## src/rtl/afm_pkg.sv

```systemverilog
// Shared sizes and types for the amplifier fault manager.
// Assumes an even half-bridge count, grouped into bridged pairs.
package afm_pkg;
    localparam int HB_N   = 4;
    localparam int PAIR_N = HB_N / 2;

    typedef logic [HB_N-1:0] hb_vec_t;

    typedef enum logic {
        MODE_BRIDGED = 1'b0,
        MODE_SINGLE  = 1'b1
    } out_mode_e;
endpackage

```

## src/rtl/afm_sync.sv

```systemverilog
// Two-flop synchronizer for a vector of unrelated asynchronous levels.
// Assumes each bit is a slow level; no bus coherency is implied.
module afm_sync #(
    parameter int W = 1
) (
    input  logic         clk,
    input  logic         rst_n,
    input  logic [W-1:0] d_async,
    output logic [W-1:0] d_sync
);
    logic [W-1:0] meta_q;

    // Two-stage capture of the asynchronous levels.
    always_ff @(posedge clk) begin
        if (!rst_n) begin
            meta_q <= '0;
            d_sync <= '0;
        end else begin
            meta_q <= d_async;
            d_sync <= meta_q;
        end
    end
endmodule

```

## src/rtl/afm_latch.sv

```systemverilog
// Holds latched faults (per half-bridge and the thermal shutdown) and
// times the hold-off window that a run edge must respect to clear them.
// Assumes all inputs are already synchronous to clk.
module afm_latch
    import afm_pkg::*;
#(
    parameter int HOLDOFF_CYC = 800000
) (
    input  logic    clk,
    input  logic    rst_n,
    input  logic    run_s,
    input  hb_vec_t chan_evt,
    input  logic    ote_evt,
    input  logic    self_clr_flt,
    output hb_vec_t chan_lat,
    output logic    ote_lat,
    output logic    fault_any
);
    localparam int CW = $clog2(HOLDOFF_CYC + 1);
    localparam logic [CW-1:0] CNT_MAX = CW'(HOLDOFF_CYC);

    logic          run_q;
    logic          fault_any_q;
    logic [CW-1:0] hold_cnt;
    logic          hold_ok;
    logic          run_rise;
    logic          clr;

    assign run_rise  = run_s & ~run_q;
    assign hold_ok   = (hold_cnt == CNT_MAX);
    assign clr       = run_rise & hold_ok;
    assign fault_any = self_clr_flt | ote_lat | (|chan_lat);

    // Delayed copies for edge detection of run and of the fault summary.
    always_ff @(posedge clk) begin
        if (!rst_n) begin
            run_q       <= 1'b0;
            fault_any_q <= 1'b0;
        end else begin
            run_q       <= run_s;
            fault_any_q <= fault_any;
        end
    end

    // Hold-off counter: restarts when the fault summary rises, saturates at the window.
    always_ff @(posedge clk) begin
        if (!rst_n) begin
            hold_cnt <= CNT_MAX;
        end else if (fault_any & ~fault_any_q) begin
            hold_cnt <= '0;
        end else if (hold_cnt != CNT_MAX) begin
            hold_cnt <= hold_cnt + CW'(1);
        end
    end

    // Per half-bridge latch: an active event wins over a clearing edge.
    for (genvar h = 0; h < HB_N; h++) begin : g_lat
        always_ff @(posedge clk) begin
            if (!rst_n) begin
                chan_lat[h] <= 1'b0;
            end else begin
                chan_lat[h] <= chan_evt[h] | (chan_lat[h] & ~clr);
            end
        end
    end

    // Global thermal shutdown latch, cleared by the same qualified edge.
    always_ff @(posedge clk) begin
        if (!rst_n) begin
            ote_lat <= 1'b0;
        end else begin
            ote_lat <= ote_evt | (ote_lat & ~clr);
        end
    end

    AST_CNT_IN_RANGE: assert property (@(posedge clk) disable iff (!rst_n)
        hold_cnt <= CNT_MAX);

    AST_NO_EARLY_CLEAR: assert property (@(posedge clk) disable iff (!rst_n)
        !hold_ok |=> ((chan_lat & $past(chan_lat)) == $past(chan_lat))
                     && (!$past(ote_lat) || ote_lat));
endmodule

```

## src/rtl/afm_route.sv

```systemverilog
// Turns held and live fault state into registered per half-bridge
// high-impedance and high-side disables, plus the two active-low flags.
// Assumes inputs are synchronous; mode may change at any time.
module afm_route
    import afm_pkg::*;
(
    input  logic      clk,
    input  logic      rst_n,
    input  out_mode_e mode,
    input  logic      run_s,
    input  logic      glob_flt,
    input  logic      fault_any,
    input  hb_vec_t   chan_lat,
    input  hb_vec_t   pwm_s,
    input  hb_vec_t   bst_s,
    input  logic      warn_s,
    output hb_vec_t   hiz,
    output hb_vec_t   hs_off,
    output logic      fault_n,
    output logic      warn_n
);
    hb_vec_t ch_bad;
    hb_vec_t spread;
    logic    all_lost;
    logic    glob_off;

    assign ch_bad   = chan_lat | ~pwm_s;
    assign all_lost = ~(|pwm_s);
    assign glob_off = ~run_s | glob_flt | all_lost;

    // Spread a channel fault across its bridged pair unless single-ended.
    for (genvar p = 0; p < PAIR_N; p++) begin : g_pair
        logic pair_bad;
        assign pair_bad = ch_bad[2*p] | ch_bad[2*p+1];
        for (genvar k = 0; k < 2; k++) begin : g_side
            assign spread[2*p+k] = (mode == MODE_SINGLE) ? ch_bad[2*p+k] : pair_bad;
        end

        AST_BTL_PAIR_SAME: assert property (@(posedge clk) disable iff (!rst_n)
            (mode == MODE_BRIDGED) |=> (hiz[2*p] == hiz[2*p+1]));
    end

    // Registered outputs toward the power stage and the system flags.
    always_ff @(posedge clk) begin
        if (!rst_n) begin
            hiz     <= '1;
            hs_off  <= '0;
            fault_n <= 1'b1;
            warn_n  <= 1'b1;
        end else begin
            hiz     <= glob_off ? '1 : spread;
            hs_off  <= bst_s;
            fault_n <= ~(run_s & fault_any);
            warn_n  <= ~warn_s;
        end
    end

    AST_RUN_LOW_ALL_HIZ: assert property (@(posedge clk) disable iff (!rst_n)
        !run_s |=> (&hiz));

    AST_RUN_LOW_FLAG_HIGH: assert property (@(posedge clk) disable iff (!rst_n)
        !run_s |=> fault_n);
endmodule

```

## src/rtl/amp_fault_mgr.sv

```systemverilog
// Top of the amplifier fault manager: synchronizes the raw protection
// events, latches the held faults and drives the stage disables and flags.
// Assumes mode_se is static or changes only while run_en is low.
module amp_fault_mgr
    import afm_pkg::*;
#(
    parameter int HOLDOFF_CYC = 800000
) (
    input  logic       clk,
    input  logic       rst_n,
    input  logic       run_en,
    input  logic       mode_se,
    input  logic [3:0] ovl_evt,
    input  logic [3:0] ocl_evt,
    input  logic [3:0] bst_uv,
    input  logic [3:0] pwm_act,
    input  logic       sup_uv,
    input  logic       por_evt,
    input  logic       temp_warn,
    input  logic       temp_shut,
    output logic [3:0] hiz,
    output logic [3:0] hs_off,
    output logic       fault_n,
    output logic       warn_n
);
    localparam int SYNC_W = 4 * HB_N + 5;

    logic [SYNC_W-1:0] raw_v;
    logic [SYNC_W-1:0] syn_v;

    hb_vec_t ovl_s, ocl_s, bst_s, pwm_s;
    logic    sup_s, por_s, warn_s, shut_s, run_s;
    hb_vec_t chan_lat;
    logic    ote_lat;
    logic    fault_any;
    logic    self_clr;
    hb_vec_t hiz_i, hs_off_i;

    assign raw_v = {run_en, temp_shut, temp_warn, por_evt, sup_uv,
                    pwm_act, bst_uv, ocl_evt, ovl_evt};
    assign {run_s, shut_s, warn_s, por_s, sup_s,
            pwm_s, bst_s, ocl_s, ovl_s} = syn_v;

    assign self_clr = sup_s | por_s;

    afm_sync #(.W(SYNC_W)) i_sync (
        .clk     (clk),
        .rst_n   (rst_n),
        .d_async (raw_v),
        .d_sync  (syn_v)
    );

    afm_latch #(.HOLDOFF_CYC(HOLDOFF_CYC)) i_latch (
        .clk          (clk),
        .rst_n        (rst_n),
        .run_s        (run_s),
        .chan_evt     (ovl_s | ocl_s),
        .ote_evt      (shut_s),
        .self_clr_flt (self_clr),
        .chan_lat     (chan_lat),
        .ote_lat      (ote_lat),
        .fault_any    (fault_any)
    );

    afm_route i_route (
        .clk       (clk),
        .rst_n     (rst_n),
        .mode      (out_mode_e'(mode_se)),
        .run_s     (run_s),
        .glob_flt  (self_clr | ote_lat),
        .fault_any (fault_any),
        .chan_lat  (chan_lat),
        .pwm_s     (pwm_s),
        .bst_s     (bst_s),
        .warn_s    (warn_s),
        .hiz       (hiz_i),
        .hs_off    (hs_off_i),
        .fault_n   (fault_n),
        .warn_n    (warn_n)
    );

    assign hiz    = hiz_i;
    assign hs_off = hs_off_i;

    AST_SUPPLY_SHUTS_ALL: assert property (@(posedge clk) disable iff (!rst_n)
        (self_clr && run_s) |=> (!fault_n && (&hiz)));

    AST_THERMAL_SHUTS_ALL: assert property (@(posedge clk) disable iff (!rst_n)
        ote_lat |=> (&hiz));
endmodule

```

## config.mk

```make
export PLATFORM = sky130hd
export DESIGN_NAME = amp_fault_mgr
export DESIGN_NICKNAME = d
export VERILOG_FILES = /design/src/rtl/afm_pkg.sv /design/src/rtl/afm_sync.sv /design/src/rtl/afm_latch.sv /design/src/rtl/afm_route.sv /design/src/rtl/amp_fault_mgr.sv
export SDC_FILE = /design/constraint.sdc
export NUM_CORES = 1
export LEC_CHECK = 0
export BUFFER_PORTS_ARGS = -buffer_cell sky130_fd_sc_hd__buf_2
export CAP_MARGIN = 20
export CORE_UTILIZATION = 45
export DETAILED_ROUTE_END_ITERATION = 12
export GPL_TIMING_DRIVEN = 0
export PLACE_DENSITY = 0.73
export SLEW_MARGIN = 40
export SYNTH_ARGS = -nofsm -noshare
export SYNTH_HDL_FRONTEND = slang
export SYNTH_SLANG_ARGS = --single-unit
```

## constraint.sdc

```tcl
create_clock -name clk -period 2.7 [get_ports clk]
set_clock_uncertainty 0.15 [all_clocks]
set_input_delay 0.135 -clock clk [delete_from_list [all_inputs] [get_ports clk]]
set_output_delay 0.135 -clock clk [all_outputs]
set_load 0.01 [all_outputs]
```

==> results of run 1 <==
[state kept, by name, summed over array words and instances, names as in the netlist]
signal	cells
i_latch.fault_any_q	1
i_route.hiz	4
i_latch.ote_lat	1
i_latch.run_q	1
i_route.warn_n	1
i_route.fault_n	1
i_sync.d_sync	21
i_sync.meta_q	21
i_latch.chan_lat	4
i_latch.hold_cnt	20
i_route.hs_off	4
[worst max path at each step]
stage / slack, ns / endpoint / depth (start not counted) / start
2_1_floorplan: 0.79 / i_latch.hold_cnt[2] / 5 / i_latch.chan_lat[0]
6_report: 0.53 / i_latch.hold_cnt[0] / 4 / i_latch.hold_cnt[8]
3_5_place_dp: 0.53 / i_latch.hold_cnt[0] / 4 / i_latch.hold_cnt[8]
5_1_grt: 0.39 / i_latch.hold_cnt[0] / 4 / i_latch.hold_cnt[8]
4_1_cts: 0.53 / i_latch.hold_cnt[1] / 4 / i_latch.hold_cnt[8]
3_3_place_gp: 0.58 / i_latch.hold_cnt[0] / 4 / i_latch.hold_cnt[8]
[synth_stat cells, types with 2 or more instances]
| master | n | area (um2) |
|---|---|---|
| buf_6 | 2 | 22.52 |
| and2_1 | 49 | 306.5 |
| nor4_1 | 3 | 18.77 |
| nor2b_1 | 4 | 25.02 |
| a21oi_1 | 5 | 25.02 |
| o211ai_1 | 4 | 30.03 |
| mux2i_1 | 2 | 20.02 |
| xor2_1 | 5 | 43.79 |
| o21ai_0 | 5 | 25.02 |
| nand4_1 | 8 | 50.05 |
| nand2_1 | 7 | 26.28 |
| ha_1 | 2 | 25.02 |
| and3_1 | 2 | 12.51 |
| o31ai_1 | 4 | 30.03 |
| a31oi_1 | 8 | 50.05 |
| inv_1 | 5 | 18.77 |
| or3_1 | 4 | 25.02 |
| clkbuf_1 | 10 | 37.54 |
| and4_1 | 3 | 26.28 |
| mux2_2 | 2 | 22.52 |
| nor3_1 | 5 | 25.02 |
| dfxtp_1 | 79 | 1582 |
| nand3_1 | 8 | 40.04 |
| xnor2_1 | 6 | 52.55 |
| nor2_1 | 18 | 67.56 |
[layout make-up]
type	instances	area, um2	area share, %
Timing Repair Buffer	55	390.4	11.47
Multi-Input combinational cell	167	1075	31.58
Tap cell	75	93.84	2.757
Sequential cell	79	1582	46.47
Clock buffer	9	123.9	3.640
Clock inverter	7	52.55	1.544
Inverter	5	18.77	0.5515
Buffer	13	67.56	1.985
[power breakdown]
group	switching, mW	leakage [nW]	internal (mW)
registers	0.0411	0.650	1.23
clock network	0.436	0.0904	0.341
logic	0.0806	0.619	0.103
[worst max-delay path, stage by stage (launching register included)]
cell and delay, ns:
dfxtp_1 0.44, nor4bb_1 0.35, nand4_1 0.15, nor3_2 0.57, mux2_2 0.40
[per-layer routing]
metal	up-vias	part of all wire, %
li1	1027	-
met1	906	44
met2	57	48
met3	11	5.5
met4	0	1.8
met5	-	0
[logic make-up after synthesis]
| family | after synthesis | synth area share, % |
|---|---|---|
| simple gates | 122 | 26.34 |
| flops | 79 | 57.80 |
| compound gates | 28 | 6.721 |
| buf+inv | 18 | 3.155 |
| xor+xnor | 11 | 3.521 |
| mux | 4 | 1.555 |
| fa+ha+maj | 2 | 0.9143 |
[per-stage QoR]
step                      setup WS [ns]  utilization (%)  total power, mW  instance area [um2]
after floorplan                  0.7896                -            1.398                 2736
after global placement           0.5830            50.81            1.444                 2990
after detailed placement         0.5337            50.81            1.451                 2990
after CTS                        0.5317            57.72            2.246                 3397
final                            0.5269            57.82            2.228                 3403
after global routing             0.3913            57.82            2.338                 3403
[what timing repair did]
item / 4_1_cts / 5_1_grt
setup endpoints to repair: 0 / 0
hold endpoints to repair: 26 / 0
hold buffers: 23 / 0
==> impl_metrics.env, run 1 <==
export IMPL_status="complete, no violations"
export IMPL_overflow=0
export IMPL_ys_flop_type="dfxtp_1"
export IMPL_initialDrtViolationCount=87
export IMPL_hp_start="i_sync.d_sync[18]"
export IMPL_core_mm2=0.005886
export IMPL_path_max_fanout=8
export IMPL_fmax_mhz=460.2
export IMPL_first_pass_iters=4
export IMPL_synth_edf_count=0
export IMPL_r2r_cells=4
export IMPL_fill_cells=488
export IMPL_crit_path_start_kind="flop"
export IMPL_met3_usage_pct=6.057
export IMPL_syn2layout_area_growth_pct=24.37
export IMPL_grt_start_max_net_pins=16
export IMPL_hold_path_end="i_route.warn_n"
export IMPL_finalNetCount=356
export IMPL_mostFrequentLayoutCell="dfxtp_1"
export IMPL_worst_pin_slew_ns=0.6331
export IMPL_finalSetupViolations=0
export IMPL_met2_usage_pct=28.03
export IMPL_die_width_um=79.98
export IMPL_yosysSeqAreaShare_pct=57.80
export IMPL_htree_levels=3
export IMPL_grt_pass1_vias=1886
export IMPL_hold_class="reg2reg"
export IMPL_min_period_ns=2.173
export IMPL_ys_async_sr_fraction_pct=0
export IMPL_rsz0062_at_grt="false"
export IMPL_slew_violations=0
export IMPL_gp_congestion=0.8187
export IMPL_io_pins=34
export IMPL_post_cts_buffers=0
export IMPL_syn_cell_area_mm2=0.002736
export IMPL_r2r_slack_ns=0.53
export IMPL_layout_common_cells="79 x dfxtp_1, 49 x and2_1, 32 x buf_2"
export IMPL_syn_area_per_cell_um2=10.37
export IMPL_die_h_um=79.98
export IMPL_cp_data_arrival_time_ns=2.25
export IMPL_cts_reportedPaths_clkPinSlew_ns=0.08
export IMPL_finalWirelength_mm=4.818
export IMPL_cts_made_buffers=9
export IMPL_ir_drop_uv=473.9
export IMPL_cp_required_ns=2.78
export IMPL_finalHoldViolCount=0
export IMPL_ctsRootBufferMaster="clkbuf_8"
export IMPL_drc=0
export IMPL_insertion_delay_ns=0.35
export IMPL_cts_sinks=79
export IMPL_num_antenna_cells=0
export IMPL_rows=28
export IMPL_setup_tns_ns=0
export IMPL_critPathCaptureType="flop"
export IMPL_relSlewSlack_pct=57.56
export IMPL_cts_buffer_depth=2
export IMPL_hold_ws_ns=0.2407
export IMPL_numPortBuffers=32
export IMPL_powerDensity_mw_per_mm2=654.5
export IMPL_hold_depth=1
export IMPL_antenna_found_initial=0
export IMPL_drv_cap=0
export IMPL_drive_gt1_share_pct=17.31
export IMPL_yosysWarnings=0
export IMPL_track_usage_pct=17.11
export IMPL_ant_nets=0
export IMPL_dieArea_mm2=0.006397
export IMPL_wl_per_cell_um=11.75
export IMPL_syn_inst=264
export IMPL_synth_nets=290
export IMPL_p_leak_nw=1.360
export IMPL_cts_resized=0
export IMPL_vias_per_cell=4.880
export IMPL_busiest_layer="met2"
export IMPL_grt_pass1_wl_mm=8.252
export IMPL_synth_distinct_cells=39
export IMPL_r2r_start="i_latch.hold_cnt[8]"
export IMPL_placed_cells=371
export IMPL_use_met1_pct=19.64
export IMPL_initial_utilization_pct=46.49
export IMPL_ys_ff_latch=79
export IMPL_r2r_end="i_latch.hold_cnt[0]"
export IMPL_vias=2001
export IMPL_place_hpwl_mm=3.145
export IMPL_tritoncts="built"
export IMPL_finalNonFillerCells=410
export IMPL_critical_path_class="reg2reg"
export IMPL_finalCritPeriodShare_pct=80.49
(Power assumes the default switching activity.)
==> run 2: changes to the inputs <==
--- a/config.mk
+++ b/config.mk
@@ -10,7 +10,7 @@
 export CORE_UTILIZATION = 45
 export DETAILED_ROUTE_END_ITERATION = 12
 export GPL_TIMING_DRIVEN = 0
-export PLACE_DENSITY = 0.73
+export PLACE_DENSITY = 0.76
 export SLEW_MARGIN = 40
 export SYNTH_ARGS = -nofsm -noshare
 export SYNTH_HDL_FRONTEND = slang
==> constraint.sdc (replaced) <==
create_clock -name clk -period 1.79 [get_ports clk]
set_clock_uncertainty 0.15 [all_clocks]
set_input_delay 0.0895 -clock clk [delete_from_list [all_inputs] [get_ports clk]]
set_output_delay 0.0895 -clock clk [all_outputs]
set_load 0.01 [all_outputs]
==> run 2 against run 1 <==
Effect of this change: the run now ends with negative setup slack left; utilization is 3.1 points higher; first-iteration DRC count is 22% lower; fmax is 12% higher; clock-buffer cell count is 2 higher; sequential power is 50% higher; critical path type unchanged; critical endpoint is now i_latch.fault_any_q.
==> impl_metrics.env, run 2 (synthesis results as in run 1) <==
export IMPL_min_period_ns=1.936
export IMPL_multi_input_area_mm2=0.001152
export IMPL_largestRegisters="i_sync.d_sync: 21 flops, i_sync.meta_q: 21 flops, i_latch.hold_cnt: 20 flops"
export IMPL_status="complete, but fails checks"
export IMPL_wl_per_cell_um=11.63
export IMPL_slew_violations=0
export IMPL_hold_ws_ns=0.08709
export IMPL_rsz0062_at_grt="true"
export IMPL_drc=0
export IMPL_r2r_slack_ns=-0.15
export IMPL_core_mm2=0.005886
export IMPL_finalSetupViolations=8
export IMPL_io_pins=34
export IMPL_place_hpwl_mm=3.073
export IMPL_crit_start="i_latch.chan_lat[1]"
export IMPL_relSlewSlack_pct=66.95
export IMPL_antenna_found_initial=0
export IMPL_initial_utilization_pct=46.49
export IMPL_cp_data_arrival_time_ns=2.02
export IMPL_first_pass_iters=4
export IMPL_ctsRootBufferMaster="clkbuf_8"
export IMPL_initialDrtViolationCount=68
export IMPL_hold_path_end="i_latch.hold_cnt[8]"
export IMPL_r2r_cells=5
export IMPL_hold_depth=3
export IMPL_grt_start_max_net_pins=14
export IMPL_finalCritPeriodShare_pct=108.1
export IMPL_cts_made_buffers=9
export IMPL_finalNetCount=364
export IMPL_hold_class="in2reg"
export IMPL_gp_congestion=0.8029
export IMPL_fill_cells=491
export IMPL_die_width_um=79.98
export IMPL_ant_nets=0
export IMPL_drv_cap=0
export IMPL_crit_path_start_kind="flop"
export IMPL_layout_common_cells="73 x dfxtp_1, 48 x and2_1, 32 x buf_2"
export IMPL_grt_pass1_vias=1919
export IMPL_dieArea_mm2=0.006397
export IMPL_critical_path_class="reg2reg"
export IMPL_r2r_start="i_latch.chan_lat[1]"
export IMPL_grt_pass1_wl_mm=8.362
export IMPL_cp_required_ns=1.88
export IMPL_path_max_fanout=2
export IMPL_finalWirelength_mm=4.863
export IMPL_drive_gt1_share_pct=25.07
export IMPL_rows=28
export IMPL_fmax_mhz=516.6
export IMPL_violations="negative setup slack"
export IMPL_overflow=0
export IMPL_r2r_end="i_latch.fault_any_q"
export IMPL_cts_buffer_depth=2
export IMPL_insertion_delay_ns=0.34
export IMPL_finalHoldViolCount=0
export IMPL_cts_reportedPaths_clkPinSlew_ns=0.08
export IMPL_mostFrequentLayoutCell="dfxtp_1"
export IMPL_p_leak_nw=1.449
export IMPL_vias=2014
export IMPL_powerDensity_mw_per_mm2=988.8
export IMPL_numPortBuffers=32
export IMPL_critPathCaptureType="flop"
export IMPL_htree_levels=3
export IMPL_cts_sinks=79
export IMPL_ir_drop_uv=707.5
export IMPL_die_h_um=79.98
export IMPL_track_usage_pct=17.39
export IMPL_tritoncts="built"
export IMPL_fin_ws_ns=-0.1458
export IMPL_setup_tns_ns=-0.8760
export IMPL_ff_latch_area_mm2=0.001592
export IMPL_worst_pin_slew_ns=0.4944
export IMPL_num_antenna_cells=0
export IMPL_syn2layout_area_growth_pct=31.00
export IMPL_hp_start="rst_n"
export IMPL_vias_per_cell=4.818
run 2: changes by cell type in the layout (fill, tap and decap cells not counted), sizes merged:
cell and delta:
buf +10, inv -2, clkinv -1, bufinv +1
run 2: power breakdown:
group	internal [mW]	switching [mW]
registers	1.85	0.0612
logic	0.208	0.145
clock network	0.683	0.596
run 2: timing repair:
item	CTS	global route
pin swaps	5	7
resized for setup	12	16
buffers inserted	9	2
endpoints found under the setup margin	25	16
cloned	0	0
hold buffers	23	0
endpoints found under the hold margin	27	0
run 2: worst max-delay path by stage:
| stage | end | cells after the start |
|---|---|---|
| final | i_latch.fault_any_q | 5 |
| after global routing | i_latch.hold_cnt[13] | 4 |
| after CTS | i_latch.hold_cnt[13] | 4 |
| after detailed placement | i_latch.hold_cnt[1] | 4 |
| after global placement | i_latch.hold_cnt[0] | 4 |
| after floorplan | i_latch.hold_cnt[13] | 5 |
run 2: final cells by class:
cell class	count	area share, %
buffer	10	1.396
multi-input combinational	167	32.15
timing repair buffer	66	13.40
sequential	79	44.40
tap	75	2.618
clock buffer	11	3.944
clock inverter	5	1.571
inverter	5	0.5236
run 2: layer usage:
metal | up-vias | share of wire [%] | wire, um | track usage (%)
met2 | 42 | 52 | 2521 | 29.40
met1 | 919 | 44 | 2121 | 19.99
met4 | 0 | 1.4 | 66 | 8.393
li1 | 1045 | - | - | -
met3 | 8 | 3.2 | 154 | 5.143
met5 | - | 0 | 0 | 0
run 2: critical path, cell delays in order (launching register included):
cell and delay (ns):
dfxtp_2 0.32, or4_4 0.53, or4_4 0.43, buf_4 0.15, buf_6 0.11, and2_4 0.14
run 2: metrics by stage:
stage	instance area, um2	utilization, %	cells	total power, mW	worst slack, ns
2_1_floorplan	2755	-	264	2.123	-0.09264
3_3_place_gp	3009	51.13	371	2.193	-0.2328
3_5_place_dp	3009	51.13	371	2.201	-0.2247
4_1_cts	3512	59.67	416	3.541	-0.1190
5_1_grt	3585	60.91	418	3.718	-0.1948
6_report	3585	60.91	418	3.544	-0.1458
